$ cat config.mk
export PLATFORM = sky130hd
export DESIGN_NAME = host_reset_pulser
export DESIGN_NICKNAME = d
export VERILOG_FILES = /design/src/rtl/hrp_pkg.sv /design/src/rtl/hrp_req_decode.sv /design/src/rtl/hrp_pulse_timer.sv /design/src/rtl/hrp_out_stage.sv /design/src/rtl/host_reset_pulser.sv
export SDC_FILE = /design/constraint.sdc
export NUM_CORES = 1
export LEC_CHECK = 0
export BUFFER_PORTS_ARGS = -buffer_cell sky130_fd_sc_hd__buf_2
export CORE_MARGIN = 4
export CORE_UTILIZATION = 62
export DETAILED_ROUTE_END_ITERATION = 12
export PLACE_DENSITY_LB_ADDON = 0.05
export SYNTH_ARGS = -nofsm -noshare
export SYNTH_HDL_FRONTEND = slang
export SYNTH_SLANG_ARGS = --single-unit
$ cat constraint.sdc
create_clock -name clk -period 4.7 [get_ports clk]
set_input_delay 0.47 -clock clk [delete_from_list [all_inputs] [get_ports clk]]
set_output_delay 0.47 -clock clk [all_outputs]
set_load 0.01 [all_outputs]
$ cat src/rtl/hrp_pkg.sv
// Shared types for the host reset pulser.
// Assumes: nothing beyond a single clock domain.
package hrp_pkg;
    // Which pulse, if any, is currently running
    typedef enum logic [1:0] {
        HRP_IDLE = 2'd0,
        HRP_COLD = 2'd1,
        HRP_WARM = 2'd2
    } hrp_mode_e;
endpackage

$ cat src/rtl/hrp_req_decode.sv
// Request decoder: turns a request strobe into a start of a cold or a warm pulse.
// Assumes: busy comes from the pulse state register of the same clock domain.
module hrp_req_decode (
    input  logic req_i,
    input  logic cold_sel_i,
    input  logic pg_in_i,
    input  logic busy_i,
    output logic start_cold_o,
    output logic start_warm_o
);
    // Accept only when idle; a cold start also needs power-good to be high
    always_comb begin
        start_cold_o = req_i && !busy_i && cold_sel_i && pg_in_i;
        start_warm_o = req_i && !busy_i && !cold_sel_i;
    end
endmodule

$ cat src/rtl/hrp_pulse_timer.sv
// Down-counting pulse timer. After load, active stays high for load_val+1 cycles.
// Assumes: load is not asserted while active (the decoder guarantees this).
module hrp_pulse_timer #(
    parameter int CNT_W = 8
) (
    input  logic             clk,
    input  logic             rst_n,
    input  logic             load_i,
    input  logic [CNT_W-1:0] load_val_i,
    output logic             active_o,
    output logic             expire_o
);
    logic [CNT_W-1:0] cnt_q;
    logic             active_q;

    // Load, count down, then drop active after the terminal count
    always_ff @(posedge clk) begin
        if (!rst_n) begin
            cnt_q    <= '0;
            active_q <= 1'b0;
        end else if (load_i) begin
            cnt_q    <= load_val_i;
            active_q <= 1'b1;
        end else if (active_q) begin
            if (cnt_q == '0) begin
                active_q <= 1'b0;
            end else begin
                cnt_q <= cnt_q - 1'b1;
            end
        end
    end

    // Last active cycle flag
    always_comb begin
        active_o = active_q;
        expire_o = active_q && (cnt_q == '0);
    end
endmodule

$ cat src/rtl/hrp_out_stage.sv
// Output stage: forms the power-good override and the open-drain enable from the mode.
// Assumes: the line is pulled up elsewhere; rst_oe_o = 1 means drive low.
module hrp_out_stage
    import hrp_pkg::*;
(
    input  hrp_mode_e mode_i,
    input  logic      pg_in_i,
    output logic      pg_out_o,
    output logic      rst_oe_o
);
    // Hold power-good low during a cold pulse; enable the low driver during a warm pulse
    always_comb begin
        pg_out_o = (mode_i == HRP_COLD) ? 1'b0 : pg_in_i;
        rst_oe_o = (mode_i == HRP_WARM);
    end
endmodule

$ cat src/rtl/host_reset_pulser.sv
// Host reset pulser top. Generates a timed power-good drop (cold) or an
// open-drain reset pulse (warm) on request.
// Assumes: req_i, cold_sel_i and pg_in_i are synchronous to clk.
module host_reset_pulser
    import hrp_pkg::*;
#(
    parameter int CLKS_PER_US = 200,
    parameter int COLD_US     = 100,
    parameter int WARM_US     = 10
) (
    input  logic clk,
    input  logic rst_n,
    input  logic req_i,
    input  logic cold_sel_i,
    input  logic pg_in_i,
    output logic pg_out_o,
    output logic rst_oe_o,
    output logic busy_o
);
    localparam int COLD_CYC = CLKS_PER_US * COLD_US;
    localparam int WARM_CYC = CLKS_PER_US * WARM_US;
    localparam int MAX_CYC  = (COLD_CYC > WARM_CYC) ? COLD_CYC : WARM_CYC;
    localparam int CNT_W    = (MAX_CYC > 1) ? $clog2(MAX_CYC) : 1;

    hrp_mode_e        mode_q;
    logic             start_cold;
    logic             start_warm;
    logic             tmr_active;
    logic             tmr_expire;
    logic [CNT_W-1:0] load_val;

    hrp_req_decode u_dec (
        .req_i        (req_i),
        .cold_sel_i   (cold_sel_i),
        .pg_in_i      (pg_in_i),
        .busy_i       (busy_o),
        .start_cold_o (start_cold),
        .start_warm_o (start_warm)
    );

    // Select the pulse length in cycles for the style being started
    always_comb begin
        load_val = start_cold ? CNT_W'(COLD_CYC - 1) : CNT_W'(WARM_CYC - 1);
    end

    hrp_pulse_timer #(.CNT_W(CNT_W)) u_tmr (
        .clk        (clk),
        .rst_n      (rst_n),
        .load_i     (start_cold || start_warm),
        .load_val_i (load_val),
        .active_o   (tmr_active),
        .expire_o   (tmr_expire)
    );

    // Track which pulse is running; return to idle when the timer expires
    always_ff @(posedge clk) begin
        if (!rst_n) begin
            mode_q <= HRP_IDLE;
        end else if (start_cold) begin
            mode_q <= HRP_COLD;
        end else if (start_warm) begin
            mode_q <= HRP_WARM;
        end else if (tmr_expire) begin
            mode_q <= HRP_IDLE;
        end
    end

    // Busy while a pulse is in progress
    always_comb begin
        busy_o = (mode_q != HRP_IDLE);
    end

    hrp_out_stage u_out (
        .mode_i   (mode_q),
        .pg_in_i  (pg_in_i),
        .pg_out_o (pg_out_o),
        .rst_oe_o (rst_oe_o)
    );

    // Mode register and timer must agree on whether a pulse is running
    always_ff @(posedge clk) begin
        if (rst_n) begin
            assert (busy_o == tmr_active)
                else $error("mode and timer disagree");
        end
    end
endmodule

* After elaboration in Yosys (flattened, before gate mapping)
Index checks and enable logic that the tools add are counted.
Storage, ports and cells: word-level logic and storage cells 35, output and inout bits 3, flip-flop bits (word level) 18
Cells by class: $add $sub $neg 1, equal/unequal tests 3, bitwise logic cells 1, mux-type cells 11, reductions and logical operators 15
Operators by type and width (number):
- $mux W15 | 4
- $logic_not A15 Y1 | 1
- $sub A15 B1 Y15 const B | 1
- $reduce_bool A2 Y1 | 3
- $logic_and A1 B1 Y1 | 5
- $mux W1 | 5
- $mux W2 | 2
- $reduce_bool A3 Y1 | 1
- $eq A2 B1 Y1 const B | 1
- $eq A2 B2 Y1 const B | 1
- $logic_not A1 Y1 | 2
- $ne A2 B1 Y1 const B | 1
- $reduce_and A2 Y1 | 1
- $reduce_or A2 Y1 | 1
- $logic_or A1 B1 Y1 | 1
- $not A1 Y1 | 1

* Longest topological paths before layout
Gate-level depths: netlist of run 1.
word-level depth 8, depth in mapped cells 7

* Modules after synthesis
From an unflattened synthesis of run 1, not the netlist that was laid out.
Second synthesis, totals: cell total of the unflattened synthesis 141, area total of the unflattened synthesis 1188.6 um2
By module, submodules not included:
- hrp_pulse_timer | area an instance 1052.3 um2, cells each 125, instances 1
- host_reset_pulser | area an instance 100.1 um2, cells each 11, instances 1
- hrp_out_stage | area an instance 18.8 um2, cells each 3, instances 1
- hrp_req_decode | area an instance 17.5 um2, cells each 2, instances 1

* Worst setup path before layout of run 1
OpenSTA, ideal clock, no wires.
path type reg2reg, start register u_tmr.cnt_q[0], end register u_tmr.cnt_q[11], required time 4.581 ns, arrival 1.966 ns, path slack 2.615 ns, buffers on the path 0, library setup time 0.119 ns, stages on the path, launching flop included 7, cell sequence dfxtp_1 > inv_1 > ha_1 > or4b_4 > o41ai_4 > a22oi_2 > o221a_1
On the way: cells in the longest elaborated chain, start to end 4
RTL lines:
- start: declaration | RTL line hrp_pulse_timer.sv:13 | logic [CNT_W-1:0] cnt_q;
- start signal: assignment | RTL line hrp_pulse_timer.sv:22 | cnt_q <= load_val_i;
- start signal: assignment | RTL line hrp_pulse_timer.sv:28 | cnt_q <= cnt_q - 1'b1;
- $sub A15 B1 Y15 | RTL line hrp_pulse_timer.sv:28
- $mux W15 | RTL line hrp_pulse_timer.sv:25 | if (cnt_q == '0) begin
- $mux W15 | RTL line hrp_pulse_timer.sv:24 | end else if (active_q) begin
- $mux W15 | RTL line hrp_pulse_timer.sv:21 | end else if (load_i) begin
Parallel ways exist; a longest one is shown, timed or not. The select of a mux whose other input is x is not followed. A chain may end at the register's enable or synchronous reset.

* Worst setup path after layout of run 1
start register u_tmr.cnt_q[0], end register u_tmr.cnt_q[14]
Same word-level chain as after synthesis.

==> results.yml, run 1 <==
place:
  io_buffers: 7
  numPlacedInstances: 144
  place_congestion: 0.873
  place_area_um2: 1070
  dp_hpwl_um: 1780
sta:
  skew_ns: 0.00328
  finalSetupViolCount: 0
  min_period_ns: 2.37
  maxSlewViolCount: 0
  timing.hold.ws_ns: 0.466
  slew-limit-headroom_pct: 44.8
  worst_pin_slew_ns: 0.817
  finalHoldViolCount: 0
  fmax_mhz: 423
  tns_ns: 0
  rsz0062_at_grt: "false"
  finalCritPeriodShare_pct: 50.4
critical_path:
  end_kind: "register"
  start_kind: "register"
  max_stage_delay_ns: 0.69
  worstSetupPathType: "reg2reg"
  worstPathCellList: "inv_1 > ha_1 > nor4b_1 > nand3_1 > o311ai_0 > a21oi_1"
  slowest_stage: "nor4b_1"
  cp.required_ns: 4.88
  cp.arrival_ns: 2.55
  critPathMaxFanout: 5
power_and_ir_drop:
  vdd_drop_max_mv: 0.245
  power.share.clock_pct: 23.0
  swShare_pct: 36.1
  seqPwrFrac_pct: 45.1
  combinationalPowerShare_pct: 31.9
  finalPower_mw: 0.425
  p_int_mw: 0.272
  pwr_density_cell_nw_per_um2: 384
  leakagePower_nw: 0.411
  switchingPower_mw: 0.153
synth:
  synth_area_um2: 1040
  synth-main-ff-cell: "dfxtp_1"
  syn_nets: 131
  synth.avg_cell_area_um2: 8.33
  synth_edf_count: 0
  synthArstFlopShare_pct: 0
  yosysUniqueCellTypes: 47
  synth_seq_cells: 18
  ys_warn_count: 0
  netlist_instances: 125
  synth_seq_area_share_pct: 34.6
grt:
  grt_pass1_wl_um: 4320
  track_usage_pct: 22.4
  grt_max_degree: 13
  grt.overflow.total: 0
  use_met3_pct: 6.73
  grtUsageMet1_pct: 30.4
  grt_busiest_layer: "met2"
  grt_use_met2_pct: 31.3
  antenna_found_initial: 0
  grt_pass1_vias: 957
clocking:
  cts_root_buffer: "clkbuf_4"
  clock-sinks: 18
  cts_buffers: 3
  post_cts_buffers: 0
  hold_buffers: 0
  clkTransAtPathRegs_ns: 0.10
  clockBufferDepth: 2
  clock_latency_ns: 0.30
  cts_resized: 0
  cts_tree: "done"
  cts-htree-levels: 1
die:
  initial_core_util_pct: 67.5
  dieArea_um2: 2400
  io_pins: 8
  placementRows: 14
  die_y_um: 49.0
  die_w_um: 49.0
  core_um2: 1540
layout:
  drive_gt1_share_pct: 16.7
  regArea_um2: 360
  multi_input_area_um2: 631
  final_cell_area_um2: 1110
  fillers: 135
  diodes: 0
  area_growth_pct: 6.49
  nets: 139
  final_cells: 148
routing:
  vias: 978
  wl_per_cell_um: 16.4
  wirelength_um: 2430
  first_pass_iters: 4
  route.detailed.drc: 0
  viasPerCell: 6.61
  drtAntennaViolNets: 0
  initialDrtViolationCount: 45
job:
  max-cap-violations: 0
min_path:
  worst_hold_path_type: "in2reg"
run_status:
  outcome: "complete, no violations"
[registers in the layout, indices dropped and copies added (netlist names)]
| name | flops |
|---|---|
| u_tmr.active_o | 1 |
| mode_q | 2 |
| u_tmr.cnt_q | 15 |
[final timing paths]
check / from / to / slack (ns) / cells after the start
worst min register to register: u_tmr.cnt_q[7]$_SDFFE_PN0P_ / u_tmr.cnt_q[7]$_SDFFE_PN0P_ / 0.52 / 2
worst max register to register: u_tmr.cnt_q[0]$_SDFFE_PN0P_ / u_tmr.cnt_q[14]$_SDFFE_PN0P_ / 2.33 / 6
worst min-delay path: rst_n / u_tmr.cnt_q[8]$_SDFFE_PN0P_ / 0.47 / 3
worst max-delay path: u_tmr.cnt_q[0]$_SDFFE_PN0P_ / u_tmr.cnt_q[14]$_SDFFE_PN0P_ / 2.33 / 6
[cells by family after synthesis]
family	Yosys count	share of synthesized area, %
adder cells (fa/ha/maj)	1	1.20
AND/OR/NAND/NOR	52	28.2
multiplexers	1	1.08
XOR/XNOR	1	0.841
flip-flops	18	34.6
AO/OA/AOI/OAI	41	29.2
buffers and inverters	11	4.81
[metrics by stage]
step | util (%) | setup WS (ns)
6_report | 71.9 | 2.33
5_1_grt | 71.9 | 2.16
2_1_floorplan | - | 2.61
3_3_place_gp | 69.6 | 2.52
3_5_place_dp | 69.6 | 2.37
4_1_cts | 71.9 | 2.36
[worst max-delay path: cells and delay by family, from the launching register on]
kind | cells | cell delay (ns)
AND/OR/NAND/NOR | 2 | 1.02
AO/OA/AOI/OAI | 2 | 0.59
flip-flops | 1 | 0.35
adder cells (fa/ha/maj) | 1 | 0.22
buffers and inverters | 1 | 0.07
[Yosys cell counts (2+ instances only)]
library cell | instances | area [um2]
dfxtp_1 | 18 | 360
nor2_1 | 12 | 45.0
o21ai_0 | 6 | 30.0
nand3_1 | 7 | 35.0
a21oi_1 | 10 | 50.1
or4_2 | 2 | 17.5
nor4b_1 | 2 | 17.5
nand2b_1 | 2 | 12.5
or3_2 | 2 | 15.0
a31oi_1 | 4 | 25.0
nand2_1 | 5 | 18.8
clkbuf_1 | 2 | 7.51
o32ai_1 | 2 | 17.5
or3_1 | 2 | 12.5
nor3_1 | 7 | 35.0
a211oi_1 | 2 | 15.0
o31ai_1 | 4 | 30.0
inv_1 | 7 | 26.3
[cell usage in the layout, fill, tap and decap left out, drive strengths merged, types with 3 or more instances in the layout]
cell    instances
o31ai           4
a21oi          10
nor3            7
o21ai           6
or3             4
nor2           12
inv             7
a31oi           4
nand2           5
dfxtp          18
buf             7
or4             3
clkbuf          4
nand3           7
[final cells by class]
cell class | instances | share of cell area, %
Inverter | 7 | 2.37
Sequential cell | 18 | 32.5
Clock buffer | 4 | 3.27
Multi-Input combinational cell | 96 | 56.9
Timing Repair Buffer | 7 | 3.16
Tap cell | 16 | 1.81
[metal layers]
metal  vias to the layer above  wire, um
li1                        493         -
met1                       440      1080
met2                        40      1100
met3                         5       206
met4                         0        46
met5                         -         0
[power groups by stage]
stage / clock [mW] / combinational (mW) / sequential [mW]
global route: 0.110 / 0.152 / 0.195
floorplan: 0 / 0.111 / 0.187
CTS: 0.0997 / 0.134 / 0.191
global placement: 0 / 0.130 / 0.193
detailed placement: 0 / 0.133 / 0.194
finish: 0.0978 / 0.136 / 0.192
Power figures use the tool's default switching activity.
==> inputs of run 2 (changes only) <==
Settings changed: CORE_UTILIZATION 62 to 57.
Clock period 4.7 ns to 2.29 ns, I/O delays scaled along.
==> results.yml, run 2 (synthesized netlist as in run 1, its figures left out) <==
run_status:
  outcome: "complete, no violations"
power_and_ir_drop:
  seqPwrFrac_pct: 45.4
  swShare_pct: 37.3
  combinationalPowerShare_pct: 36.5
  pwr_density_cell_nw_per_um2: 745
  vdd_drop_max_mv: 0.509
  power.share.clock_pct: 18.1
  switchingPower_mw: 0.320
  p_int_mw: 0.537
  leakagePower_nw: 0.425
routing:
  vias: 1053
  wirelength_um: 2640
  route.detailed.drc: 0
  first_pass_iters: 4
  drtAntennaViolNets: 0
  wl_per_cell_um: 16.4
  viasPerCell: 6.54
  initialDrtViolationCount: 59
clocking:
  clockBufferDepth: 2
  clkTransAtPathRegs_ns: 0.10
  clock-sinks: 18
  cts_tree: "done"
  post_cts_buffers: 0
  hold_buffers: 0
  cts_root_buffer: "clkbuf_4"
  cts_buffers: 3
  cts-htree-levels: 1
  clock_latency_ns: 0.29
die:
  die_w_um: 50.7
  core_um2: 1730
  initial_core_util_pct: 60.3
  io_pins: 8
  placementRows: 15
  dieArea_um2: 2570
  die_y_um: 50.7
sta:
  worst_pin_slew_ns: 0.860
  fmax_mhz: 469
  slew-limit-headroom_pct: 41.8
  fin_ws_ns: 0.157
  tns_ns: 0
  finalHoldViolCount: 0
  rsz0062_at_grt: "false"
  finalSetupViolCount: 0
  skew_ns: 0.00144
  finalCritPeriodShare_pct: 93.2
  maxSlewViolCount: 0
  min_period_ns: 2.13
  timing.hold.ws_ns: 0.249
critical_path:
  r2r-start: "u_tmr.cnt_q[11]$_SDFFE_PN0P_"
  critPathLaunch: "u_tmr.cnt_q[11]$_SDFFE_PN0P_"
  end_kind: "register"
  start_kind: "register"
  critPathMaxFanout: 7
  slowest_stage: "or4_1"
  worstSetupPathType: "reg2reg"
  cp.arrival_ns: 2.32
  cp.required_ns: 2.48
  worstPathCellList: "or4_1 > o41ai_4 > buf_4 > a21oi_1 > o32ai_1"
  max_stage_delay_ns: 0.65
layout:
  final_cell_area_um2: 1150
  final_cell_mix: "dfxtp_1 (18), nor2_1 (11), a21oi_1 (10)"
  nets: 144
  final_common_cell: "dfxtp_1"
  largest_reg_flops: 15
  diodes: 0
  area_growth_pct: 10.5
  largest_register: "u_tmr.cnt_q"
  drive_gt1_share_pct: 19.1
job:
  max-cap-violations: 0
grt:
  grt_pass1_vias: 961
  grt_pass1_wl_um: 4370
  grt_max_degree: 13
  grt.overflow.total: 0
  antenna_found_initial: 0
  track_usage_pct: 22.1
place:
  place_congestion: 0.897
  io_buffers: 7
  dp_hpwl_um: 1830
  place_area_um2: 1110
  place_ws_ns: 0.0706
min_path:
  worst_hold_path_type: "in2reg"
  hold_path_startpoint: "rst_n"
-- run 2: timing repair --
action,4_1_cts,5_1_grt
setup endpoints to repair,0,11
gates resized for setup,0,1
endpoints found under the hold margin,0,0
-- run 2: path summary, 6_finish.rpt --
path / to / slack, ns / cells past startpoint
setup / recovery: u_tmr.cnt_q[4]$_SDFFE_PN0P_ / 0.16 / 5
hold / removal: u_tmr.cnt_q[8]$_SDFFE_PN0P_ / 0.25 / 3
setup reg to reg: u_tmr.cnt_q[4]$_SDFFE_PN0P_ / 0.16 / 5
hold reg to reg: u_tmr.cnt_q[7]$_SDFFE_PN0P_ / 0.50 / 2
-- run 2: critical path: cells and delay by family, from the launching register on --
| kind | cells | cell delay, ns |
|---|---|---|
| buffers and inverters | 1 | 0.21 |
| DFF | 1 | 0.36 |
| and+or+nand+nor | 1 | 0.65 |
| AOI/OAI and AO/OA | 3 | 0.81 |
-- run 2: area by class of cell --
class / count / area, um2
sequential: 18 / 360
clock buffer: 3 / 22.5
tap: 25 / 31.3
timing repair buffer: 11 / 65.1
inverter: 7 / 26.3
multi-input combinational: 97 / 644
fill: 169 / 577
-- run 2: power groups by stage --
stage / clock, mW / combinational, mW / sequential, mW
final: 0.155 / 0.313 / 0.389
after global routing: 0.172 / 0.345 / 0.394
after CTS: 0.159 / 0.297 / 0.386
after detailed placement: 0 / 0.294 / 0.394
after global placement: 0 / 0.287 / 0.393
after floorplan: 0 / 0.228 / 0.384
-- run 2: per-stage QoR --
stage / instances / utilization, % / power [mW]
6_report: 161 / 66.6 / 0.856
2_1_floorplan: 125 / - / 0.612
3_5_place_dp: 157 / 64.5 / 0.688
5_1_grt: 161 / 66.6 / 0.911
4_1_cts: 160 / 65.8 / 0.842
3_3_place_gp: 157 / 64.5 / 0.679
-- run 2: metal layers --
layer  global-route usage [%]  part of all wire [%]  vias to the layer above
met4                     7.62                   1.6                        0
met5                        0                     0                        -
met2                     34.8                    47                       56
li1                         -                     -                      507
met1                     29.8                    44                      484
met3                     4.45                   7.5                        6
